$ cat src/rtl/arb_pkg.sv
package arb_pkg;
    typedef enum logic [1:0] {
        ARB_PARKED = 2'd0,
        ARB_OWNED  = 2'd1,
        ARB_TURN   = 2'd2
    } arb_state_e;
endpackage

$ cat src/rtl/arb_pick.sv
// Rotating-priority picker: first set candidate at or after 'start', wrapping.
module arb_pick #(
    parameter int N_MASTERS = 4,
    localparam int PW = (N_MASTERS > 1) ? $clog2(N_MASTERS) : 1
) (
    input  logic [N_MASTERS-1:0] cand,
    input  logic [PW-1:0]        start,
    output logic                 found,
    output logic [PW-1:0]        win
);
    logic [PW:0] idx;

    always_comb begin
        found = 1'b0;
        win   = '0;
        idx   = '0;
        for (int k = 0; k < N_MASTERS; k++) begin
            idx = {1'b0, start} + (PW+1)'(k);
            if (idx >= (PW+1)'(N_MASTERS)) begin
                idx = idx - (PW+1)'(N_MASTERS);
            end
            if (!found && cand[idx[PW-1:0]]) begin
                found = 1'b1;
                win   = idx[PW-1:0];
            end
        end
    end
endmodule

$ cat src/rtl/arb_onehot.sv
// Index-to-one-hot decoder.
module arb_onehot #(
    parameter int N_MASTERS = 4,
    localparam int PW = (N_MASTERS > 1) ? $clog2(N_MASTERS) : 1
) (
    input  logic [PW-1:0]        idx,
    output logic [N_MASTERS-1:0] vec
);
    for (genvar g = 0; g < N_MASTERS; g++) begin : g_dec
        assign vec[g] = (idx == PW'(g));
    end
endmodule

$ cat src/rtl/bus_park_arbiter.sv
module bus_park_arbiter
    import arb_pkg::*;
#(
    parameter int N_MASTERS = 4
) (
    input  logic                 clk,
    input  logic                 rst_n,
    input  logic [N_MASTERS-1:0] req_i,
    input  logic                 done_i,
    output logic [N_MASTERS-1:0] gnt_o
);
    localparam int PW = (N_MASTERS > 1) ? $clog2(N_MASTERS) : 1;
    localparam logic [PW-1:0] LAST_IDX = PW'(N_MASTERS - 1);

    arb_state_e          state_q, state_d;
    logic [PW-1:0]       owner_q, owner_d;
    logic [PW-1:0]       ptr_q, ptr_d;
    logic [N_MASTERS-1:0] own_oh;
    logic [N_MASTERS-1:0] rivals;
    logic                own_req;
    logic                rival_found;
    logic [PW-1:0]       rival_win;
    logic [PW-1:0]       win_next_ptr;

    arb_onehot #(.N_MASTERS(N_MASTERS)) u_own_dec (
        .idx (owner_q),
        .vec (own_oh)
    );

    assign rivals  = req_i & ~own_oh;
    assign own_req = |(req_i & own_oh);

    // Next-owner search runs every cycle, overlapped with the transfer.
    arb_pick #(.N_MASTERS(N_MASTERS)) u_pick (
        .cand  (rivals),
        .start (ptr_q),
        .found (rival_found),
        .win   (rival_win)
    );

    assign win_next_ptr = (rival_win == LAST_IDX) ? '0 : rival_win + PW'(1);

    // State register
    always_ff @(posedge clk or negedge rst_n) begin
        if (!rst_n) begin
            state_q <= ARB_PARKED;
            owner_q <= '0;
            ptr_q   <= (N_MASTERS > 1) ? PW'(1) : '0;
        end else begin
            state_q <= state_d;
            owner_q <= owner_d;
            ptr_q   <= ptr_d;
        end
    end

    // Transitions
    always_comb begin
        state_d = state_q;
        owner_d = owner_q;
        ptr_d   = ptr_q;
        unique case (state_q)
            ARB_PARKED: begin
                if (own_req) begin
                    state_d = ARB_OWNED;
                end else if (rival_found) begin
                    state_d = ARB_TURN;
                    owner_d = rival_win;
                    ptr_d   = win_next_ptr;
                end
            end
            ARB_OWNED: begin
                if (done_i || !own_req) begin
                    if (rival_found) begin
                        state_d = ARB_TURN;
                        owner_d = rival_win;
                        ptr_d   = win_next_ptr;
                    end else begin
                        state_d = ARB_PARKED;
                    end
                end
            end
            ARB_TURN: begin
                state_d = own_req ? ARB_OWNED : ARB_PARKED;
            end
            default: state_d = ARB_PARKED;
        endcase
    end

    // Outputs
    always_comb begin
        unique case (state_q)
            ARB_TURN: gnt_o = '0;
            default:  gnt_o = own_oh;
        endcase
    end

    // Assertions
    p_single_grant_r2: assert property (@(posedge clk) disable iff (!rst_n)
        $onehot0(gnt_o));

    p_hold_owner_r3: assert property (@(posedge clk) disable iff (!rst_n)
        (state_q == ARB_OWNED && (req_i & gnt_o) != '0 && !done_i) |=> $stable(gnt_o));

    p_gap_between_owners_r4: assert property (@(posedge clk) disable iff (!rst_n)
        (gnt_o != '0 && $past(gnt_o) != '0) |-> gnt_o == $past(gnt_o));

    p_gap_one_cycle_r4: assert property (@(posedge clk) disable iff (!rst_n)
        (gnt_o == '0) |=> (gnt_o != '0));

    p_park_keeps_r5: assert property (@(posedge clk) disable iff (!rst_n)
        (gnt_o != '0 && (req_i & ~gnt_o) == '0) |=> $stable(gnt_o));

    p_reclaim_r6: assert property (@(posedge clk) disable iff (!rst_n)
        (state_q == ARB_PARKED && (req_i & gnt_o) == '0 && (req_i & ~gnt_o) != '0)
        |=> gnt_o == '0);
endmodule

$ cat config.mk
export PLATFORM = sky130hd
export DESIGN_NAME = bus_park_arbiter
export DESIGN_NICKNAME = d
export VERILOG_FILES = /design/src/rtl/arb_pkg.sv /design/src/rtl/arb_pick.sv /design/src/rtl/arb_onehot.sv /design/src/rtl/bus_park_arbiter.sv
export SDC_FILE = /design/constraint.sdc
export NUM_CORES = 1
export LEC_CHECK = 0
export BUFFER_PORTS_ARGS = -buffer_cell sky130_fd_sc_hd__buf_2
export CORE_AREA = 8 8 45 47
export DETAILED_ROUTE_END_ITERATION = 6
export DIE_AREA = 0 0 53 55
export PLACE_DENSITY = 0.69
export SLEW_MARGIN = 40
export SYNTH_ARGS = -nofsm -noshare
export SYNTH_HDL_FRONTEND = slang
export SYNTH_SLANG_ARGS = --single-unit
$ cat constraint.sdc
create_clock -name clk -period 5.7 [get_ports clk]
set_clock_uncertainty 0.2 [all_clocks]
set_input_delay 0.855 -clock clk [delete_from_list [all_inputs] [get_ports clk]]
set_output_delay 0.855 -clock clk [all_outputs]
set_load 0.02 [all_outputs]
## Yosys cells after proc, flatten, opt, wreduce, memory -nomap -nowiden

Cells that the tools add are included.

- Add/subtract/negate cells: 8
- $mul: 0
- Div/mod/pow operators: 0
- Order comparisons: 8
- Equal/unequal tests: 9
- Shift-type cells: 0
- Muxes and demuxes: 36
- Bitwise logic cells: 3
- Reductions and logical operators: 14

Operators with widths:

| cell | count |
|---|---|
| 2-to-1 mux 2 bit | 19 |
| less-than comparator 2 x 3 -> 1 bit, second input constant | 4 |
| greater-or-equal comparator 3 bit, second input constant | 3 |
| 2-to-1 mux 1 bit | 9 |
| AND 4 bit | 2 |
| binary-select mux 1 bit (select 2 bit) | 4 |
| == test 2 bit, second input constant | 4 |
| one-hot mux 2 bit (2 select lines) | 2 |
| subtractor 2 x 1 -> 2 bit, second input constant | 4 |
| adder 2 x 2 -> 3 bit, second input constant | 2 |
| one-hot mux 2 bit (3 select lines) | 1 |
| == test 2 x 1 -> 1 bit, second input constant | 2 |
| zero test 1 bit | 4 |
| zero test 2 bit | 2 |
| 2-to-1 mux 4 bit | 1 |
| != test 2 bit, second input constant | 2 |
| NOT 4 bit | 1 |
| OR reduction 4 bit | 1 |
| adder 2 x 1 -> 3 bit, second input constant | 1 |
| greater-or-equal comparator 2 x 3 -> 1 bit, second input constant | 1 |
| logical AND 1 bit | 3 |
| != test 3 bit, second input constant | 1 |
| AND reduction 3 bit | 1 |
| adder 2 x 1 -> 2 bit, second input constant | 1 |
| 3 further kinds | 3 |

- Register bits: 6
- Bits in latches: 0
- RAM bits: 0
- Bits in read-only memories: 0
- Input port bits: 7
- Output and inout port bits: 4
- Memories: 0

## Logic depth before layout (Yosys ltp)

Gate-level depths: netlist (run 1).

- Word-level depth: 20
- Gate-level depth with buffers: 8
- Gate-level depth less buffers: 6

## Cells and area by module

From an unflattened synthesis (run 1), not the netlist that was laid out.

- Cells, all modules: 65
- Area, all modules: 540.5 um2

By module, submodules not included:

| module | times used | cells an instance | area an instance (um2) | sequential area each (um2) |
|---|---|---|---|---|
| bus_park_arbiter | 1 | 46 | 436.7 | 151.4 |
| arb_pick | 1 | 15 | 77.6 | 0.0 |
| arb_onehot | 1 | 4 | 26.3 | 0.0 |

## Least setup slack after synthesis (run 1)

OpenSTA, ideal clock, no wires.

- Path kind: input -> register
- From: input port req_i[3]
- To: register ptr_q[1]
- Arrival time: 1.987 ns
- Data required time: 5.375 ns
- Path slack: 3.389 ns
- Stages: 5
- Buffers on the path: 0
- Path through: mux4_2 -> a21o_1 -> a31oi_2 -> and3_1 -> nor3_2

- Word-level cells in the longest chain between the ends: 18
- Elaborated cells on any way between the ends: 37

Ends and longest elaborated chain:

| what | RTL line | RTL |
|---|---|---|
| from (decl) | bus_park_arbiter.sv:8 | `input logic [N_MASTERS-1:0] req_i,` |
| AND 4 bit | bus_park_arbiter.sv:30 | `assign rivals = req_i & ~own_oh;` |
| binary-select mux 1 bit (select 2 bit) | arb_pick.sv:22 | `if (!found && cand[idx[PW-1:0]]) begin` |
| 2-to-1 mux 1 bit (implied by the code) | arb_pick.sv:22 |  |
| 2-to-1 mux 1 bit | arb_pick.sv:22 |  |
| zero test 1 bit | arb_pick.sv:22 |  |
| logical AND 1 bit | arb_pick.sv:22 |  |
| 2-to-1 mux 1 bit | arb_pick.sv:22 |  |
| zero test 1 bit | arb_pick.sv:22 |  |
| (+2 left out) | n/a |  |
| zero test 1 bit | arb_pick.sv:22 |  |
| logical AND 1 bit | arb_pick.sv:22 |  |
| 2-to-1 mux 2 bit | arb_pick.sv:22 |  |
| adder 2 x 1 -> 2 bit or == test 2 bit (tied branches) | bus_park_arbiter.sv:41 | `assign win_next_ptr = (rival_win == LAST_IDX) ? '0 : rival_win + PW'(1);` |
| 2-to-1 mux 2 bit | bus_park_arbiter.sv:41 |  |
| 2-to-1 mux 2 bit | bus_park_arbiter.sv:65, bus_park_arbiter.sv:73 |  |
| 2-to-1 mux 2 bit, on equally long branches | bus_park_arbiter.sv:72, bus_park_arbiter.sv:63 |  |
| one-hot mux 2 bit (2 select lines) | bus_park_arbiter.sv:61 | `unique case (state_q)` |
| to (signal assigned) | bus_park_arbiter.sv:48 | `ptr_q <= (N_MASTERS > 1) ? PW'(1) : '0;` |
| to (signal assigned) | bus_park_arbiter.sv:52 | `ptr_q <= ptr_d;` |
| to (decl) | bus_park_arbiter.sv:17 | `logic [PW-1:0] ptr_q, ptr_d;` |

Parallel ways exist; a longest one is shown, timed or not. The select of a mux whose other input is x is not followed.
A chain may end at the register's enable or synchronous reset.

## Final worst setup path (run 1)

- From: register owner_q[1]
- To: output port gnt_o[2]

- Word-level cells in the longest chain between the ends: 2

Ends and longest elaborated chain:

| what | RTL line | RTL |
|---|---|---|
| from (decl) | bus_park_arbiter.sv:16 | `logic [PW-1:0] owner_q, owner_d;` |
| from (signal assigned) | bus_park_arbiter.sv:51 | `owner_q <= owner_d;` |
| == test 2 bit | arb_onehot.sv:10 | `assign vec[g] = (idx == PW'(g));` |
| 2-to-1 mux 4 bit | bus_park_arbiter.sv:91 | `unique case (state_q)` |
| to (decl) | bus_park_arbiter.sv:10 | `output logic [N_MASTERS-1:0] gnt_o` |

Every way passes these cells.

==> flow_summary.ini, run 1 <==
[setup_path]
start_kind = register
slowest_stage = dfrtp_1
path_class = register to output port
cpPeakStageDelay_ps = 530
worst-endpoint-arrival_ps = 1380
r2r_setup_slack_ps = 3390
cp_cell_sequence = inv_1 -> nor3_1 -> buf_2
crit_fanout = 10
r2r-end = ptr_q[1]
ff2ff_path_depth = 6
endpoint_kind = output port
required_ps = 4640

[pwr]
ir_worst_vdd_v = 0.000313
powerDensity_nw_per_um2 = 708
power_leakage_nw = 0.299

[floorplan]
core_area_um2 = 1380
die_height_um = 55
die_x_um = 53
initial_core_util_pct = 45.5
row_count = 14
die-area_um2 = 2920
ios = 11

[placement]
post-dp-hpwl_mm = 1.06
place_area_um2 = 648
gp_congestion = 0.775
port_buffers = 10

[detailed_routing]
drtIter0Drc = 20
drt-vias-per-instance = 6.06
totalWireLength_mm = 1.41
drc = 0
ant_nets = 0
num_vias = 570
dr.pass1.iters = 4
wl_per_cell_um = 15.0

[synthesis]
ys_seq_area_share_pct = 24.1
synth_cell_types = 34
postSynthCellCount = 69
synth-seq-cells = 6
ys.flop_type = dfrtp_1
async_reset_ff_share_pct = 100
syn_area_um2 = 629
syn_nets = 76
syn_area_per_cell_um2 = 9.12
synth-edff-count = 0
yosysWarnings = 0

[timing]
min_period_over_period_pct = 42.8
tightest_slew_ps = 453
rsz0062_at_grt = no
final-hold-violation-count = 0
fin_setup_tns_ps = 0
slew_violations = 0
slew_headroom_pct = 69.8
period_minus_slack_ps = 2440
max_freq_ghz = 0.410
finalSetupViolCount = 0

[layout]
synthToLayoutAreaGrowth_pct = 7.16
diodes = 0
layout.nets = 86
fin_util_pct = 48.7
fillers = 141
stdcell_area_um2 = 674
drive_gt1_share_pct = 25.6

[global_route]
grt_pass1_wl_mm = 2.46
grt_antenna_before_repair = 0
grt_overflow = 0
grt_max_degree = 15
grt_usage_pct = 10.9
grt_pass1_vias = 575

[clock_network]
insertion_delay_ps = 250
cts_setup_buffers = 0
cts_resized = 0
numCtsBuffers = 3
root_buffer = clkbuf_4
holdBufCountCts = 0
h-tree-depth = 1
path_clk_slew_ps = 50
clock_path_buffers = 2
cts_tree = built
cts_sinks = 6

[run]
drv_cap = 0

[outcome]
status = completed

[hold_path]
min_path_type = input port to asynchronous set/reset pin
[cell type report]
class	instances	area, µm²	share of cell area, %
multi-input cells	57	423	62.7
clock buffers	4	26.3	3.90
flip-flops and latches	6	151	22.4
repair buffers	10	50.0	7.42
well taps	16	20.0	2.97
inverters	1	3.75	0.557
[critical path, delay by kind of cell, from the launching register on]
kind | cells | cell delay, ps
buffers and inverters | 2 | 390
flip-flops | 1 | 530
AND/OR/NAND/NOR | 1 | 220
[Yosys cell counts, drive strengths merged, types with 2 or more instances]
cell type  number  area (µm²)
nor3            7        40.0
nor2            6        22.5
dfrtp           5         125
mux2i           5        50.1
a21o            4        30.0
a21oi           4        27.5
buf             4        47.5
nand2           4        15.0
o22a            3        26.3
a41o            2        20.0
nand2b          2        12.5
nor2b           2        12.5
nor3b           2        15.0
o21ai           2        10.0
o41ai           2        17.5
xnor2           2        25.0
[cells in the final DEF (no fill, tap or decap), drive strengths merged, types with 2 or more instances in the layout]
cell and instances:
buf 10, nor3 7, nor2 6, mux2i 5
dfrtp 5, nand2 4, a21o 4, clkbuf 4
a21oi 4, o22a 3, nor2b 2, nor3b 2
nand2b 2, a41o 2, o21ai 2, o41ai 2
xnor2 2
[worst max-delay path by stage]
stage,startpoint,end,slack [ps],depth (start not counted)
after floorplan,req_i[3],ptr_q[1],3390,5
after detailed placement,req_i[3],ptr_q[1],3160,6
after CTS,owner_q[1],gnt_o[2],3260,3
after global placement,req_i[3],ptr_q[1],3200,6
after global routing,owner_q[1],gnt_o[2],3160,3
final,owner_q[1],gnt_o[2],3260,3
[metrics by stage]
| step | total power, mW | setup slack, ps | hold WS, ps | std cells |
|---|---|---|---|---|
| 2_1_floorplan | 0.398 | 3390 | 359 | 69 |
| 3_3_place_gp | 0.425 | 3200 | 413 | 90 |
| 3_5_place_dp | 0.432 | 3160 | 420 | 90 |
| 4_1_cts | 0.476 | 3260 | 222 | 94 |
| 5_1_grt | 0.523 | 3160 | 215 | 94 |
| 6_report | 0.477 | 3260 | 216 | 94 |
[metal layers]
| layer | track usage [%] | share of wire (%) | up-vias |
|---|---|---|---|
| met5 | 0 | 0 | - |
| met4 | 6.03 | 1.1 | 0 |
| met3 | 1.87 | 4.4 | 2 |
| met2 | 18.8 | 49 | 11 |
| met1 | 12.5 | 45 | 272 |
| li1 | - | - | 285 |
[cells by family (layout without fill, tap and decap cells)]
logic type / Yosys count / count (layout) / share of synthesized area [%]
xor gates and xnor gates: 3 / 3 / 5.37
DFF: 6 / 6 / 24.1
AOI/OAI and AO/OA: 23 / 23 / 29.6
muxes: 6 / 6 / 11.5
and+or+nand+nor: 25 / 25 / 20.7
buffers and inverters: 6 / 15 / 8.75
[power by group]
part / total (mW) / internal, mW / switching (mW) / leakage (nW)
clock: 0.0446 / 0.0267 / 0.0179 / 0.0150
combinational: 0.304 / 0.141 / 0.164 / 0.214
sequential: 0.128 / 0.0684 / 0.0597 / 0.0695
total: 0.477 / 0.236 / 0.241 / 0.299
(Power assumes the default switching activity.)
==> run 2: changes to the inputs <==
==> constraint.sdc (replaced) <==
create_clock -name clk -period 2.3 [get_ports clk]
set_clock_uncertainty 0.2 [all_clocks]
set_input_delay 0.345 -clock clk [delete_from_list [all_inputs] [get_ports clk]]
set_output_delay 0.345 -clock clk [all_outputs]
set_load 0.02 [all_outputs]
==> run 2 against run 1 <==
Net effect: worst setup slack got worse by 3200 ps; routed wire length up 7.5%; core utilization grew 5.5 points; final cell count grew 8.5%; global-route usage about the same; clock power rose by 130%; sequential share of layout area decreased by 1.8 points; die area did not move; power grew to 2.7 times the previous value; via count grew 8.8%; largest cell class unchanged.
==> flow_summary.ini, run 2 (synthesized netlist as in run 1, its figures left out) <==
[detailed_routing]
drtIter0Drc = 15
drt-vias-per-instance = 6.08
totalWireLength_mm = 1.52
wl_per_cell_um = 14.9
drc = 0
num_vias = 620
dr.pass1.iters = 4
ant_nets = 0

[setup_path]
path_class = register to register
crit_family = compound AO/OA/AOI/OAI gates
required_ps = 2220
cp_cell_sequence = buf_2 -> mux2i_1 -> a21oi_2 -> buf_4 -> nor2_1 -> a21o_1 -> o41ai_1
crit_fanout = 7
worst-endpoint-arrival_ps = 2130
cpPeakStageDelay_ps = 680
endpoint_kind = register
start_kind = register
slowest_stage = dfstp_4
timing.critical_path.buf_inv = 2

[layout]
layout.nets = 94
diodes = 0
fin_util_pct = 54.2
fin_cells = 102
synthToLayoutAreaGrowth_pct = 19.3
stdcell_area_um2 = 751
drive_gt1_share_pct = 32.6
final_cell_mix = buf_2, nor3_1, nor2_1, buf_4, dfrtp_1
final_common_cell = buf_2

[floorplan]
core_area_um2 = 1380
die_x_um = 53
ios = 11
die-area_um2 = 2920
die_height_um = 55
initial_core_util_pct = 45.5
row_count = 14

[timing]
min_period_over_period_pct = 95.9
max_freq_ghz = 0.453
tightest_slew_ps = 399
whs_ps = 245
slew_violations = 0
setup_ws_ps = 93.3
period_minus_slack_ps = 2210
finalSetupViolCount = 0
final-hold-violation-count = 0
fin_setup_tns_ps = 0
slew_headroom_pct = 73.4

[clock_network]
h-tree-depth = 1
cts_tree = built
clock_path_buffers = 2
root_buffer = clkbuf_4
cts_sinks = 6
numCtsBuffers = 3
insertion_delay_ps = 240
path_clk_slew_ps = 40

[global_route]
grt_overflow = 0
grt_pass1_wl_mm = 2.42
grt_usage_pct = 10.9
grt_antenna_before_repair = 0
grt_pass1_vias = 561
grt_max_degree = 15

[placement]
gp_congestion = 0.799
place_ws_ps = 59.4
place_area_um2 = 671
port_buffers = 10
placed_cells = 93
post-dp-hpwl_mm = 1.05

[outcome]
status = completed

[hold_path]
min_path_type = input port to register

[pwr]
ir_worst_vdd_v = 0.00100
power_leakage_nw = 0.337
power_mw = 1.30
powerDensity_nw_per_um2 = 1740

[run]
drv_cap = 0
run 2: cell types whose count changed in the layout (fill, tap and decap cells not counted):
cell	previous run	this run
buf_2	10	11
buf_4	0	6
dfstp_2	1	0
dfstp_4	0	1
dlygate4sd3_1	0	1
mux2i_1	5	4
mux2i_4	0	1
run 2: cell type report:
type	count	area, µm²
fill	137	633
multi-input combinational	57	435
sequential	6	155
timing repair buffer	18	110
clock buffer	4	26.3
tap	16	20.0
inverter	1	3.75
run 2: final timing paths:
path / startpoint / endpoint / slack [ps] / cells after the start
max reg2reg: register / register / 90 / 7
min reg2reg: state_q[0] / state_q[0] / 410 / 2
min: done_i / state_q[0] / 240 / 3
min in group asynchronous: rst_n / state_q[1] / 250 / 2
max: register / register / 90 / 7
max in group asynchronous: rst_n / asynchronous set/reset pin / 1430 / 2
run 2: power by group:
| group | internal, mW | total [mW] | switching [mW] |
|---|---|---|---|
| Combinational | 0.436 | 0.911 | 0.476 |
| Sequential | 0.176 | 0.288 | 0.112 |
| Clock | 0.0657 | 0.104 | 0.0379 |
run 2: per-layer routing:
layer	GRT usage [%]	vias to the layer above	wire, µm
met5	0	-	0
met4	4.74	0	12
met3	4.01	2	108
met2	16.6	29	716
met1	13.4	291	679
li1	-	298	-
run 2: what timing repair did:
| action | in CTS | in global routing |
|---|---|---|
| hold buffers | 1 | 0 |
| setup endpoints to repair | 0 | 2 |
| resized for setup | 0 | 3 |
| hold endpoints to repair | 6 | 0 |
| setup buffers | 0 | 4 |
run 2: worst min-delay path, cell delays in order:
cell and delay [ps]:
buf_2 90, o21ai_0 60, and2_1 150
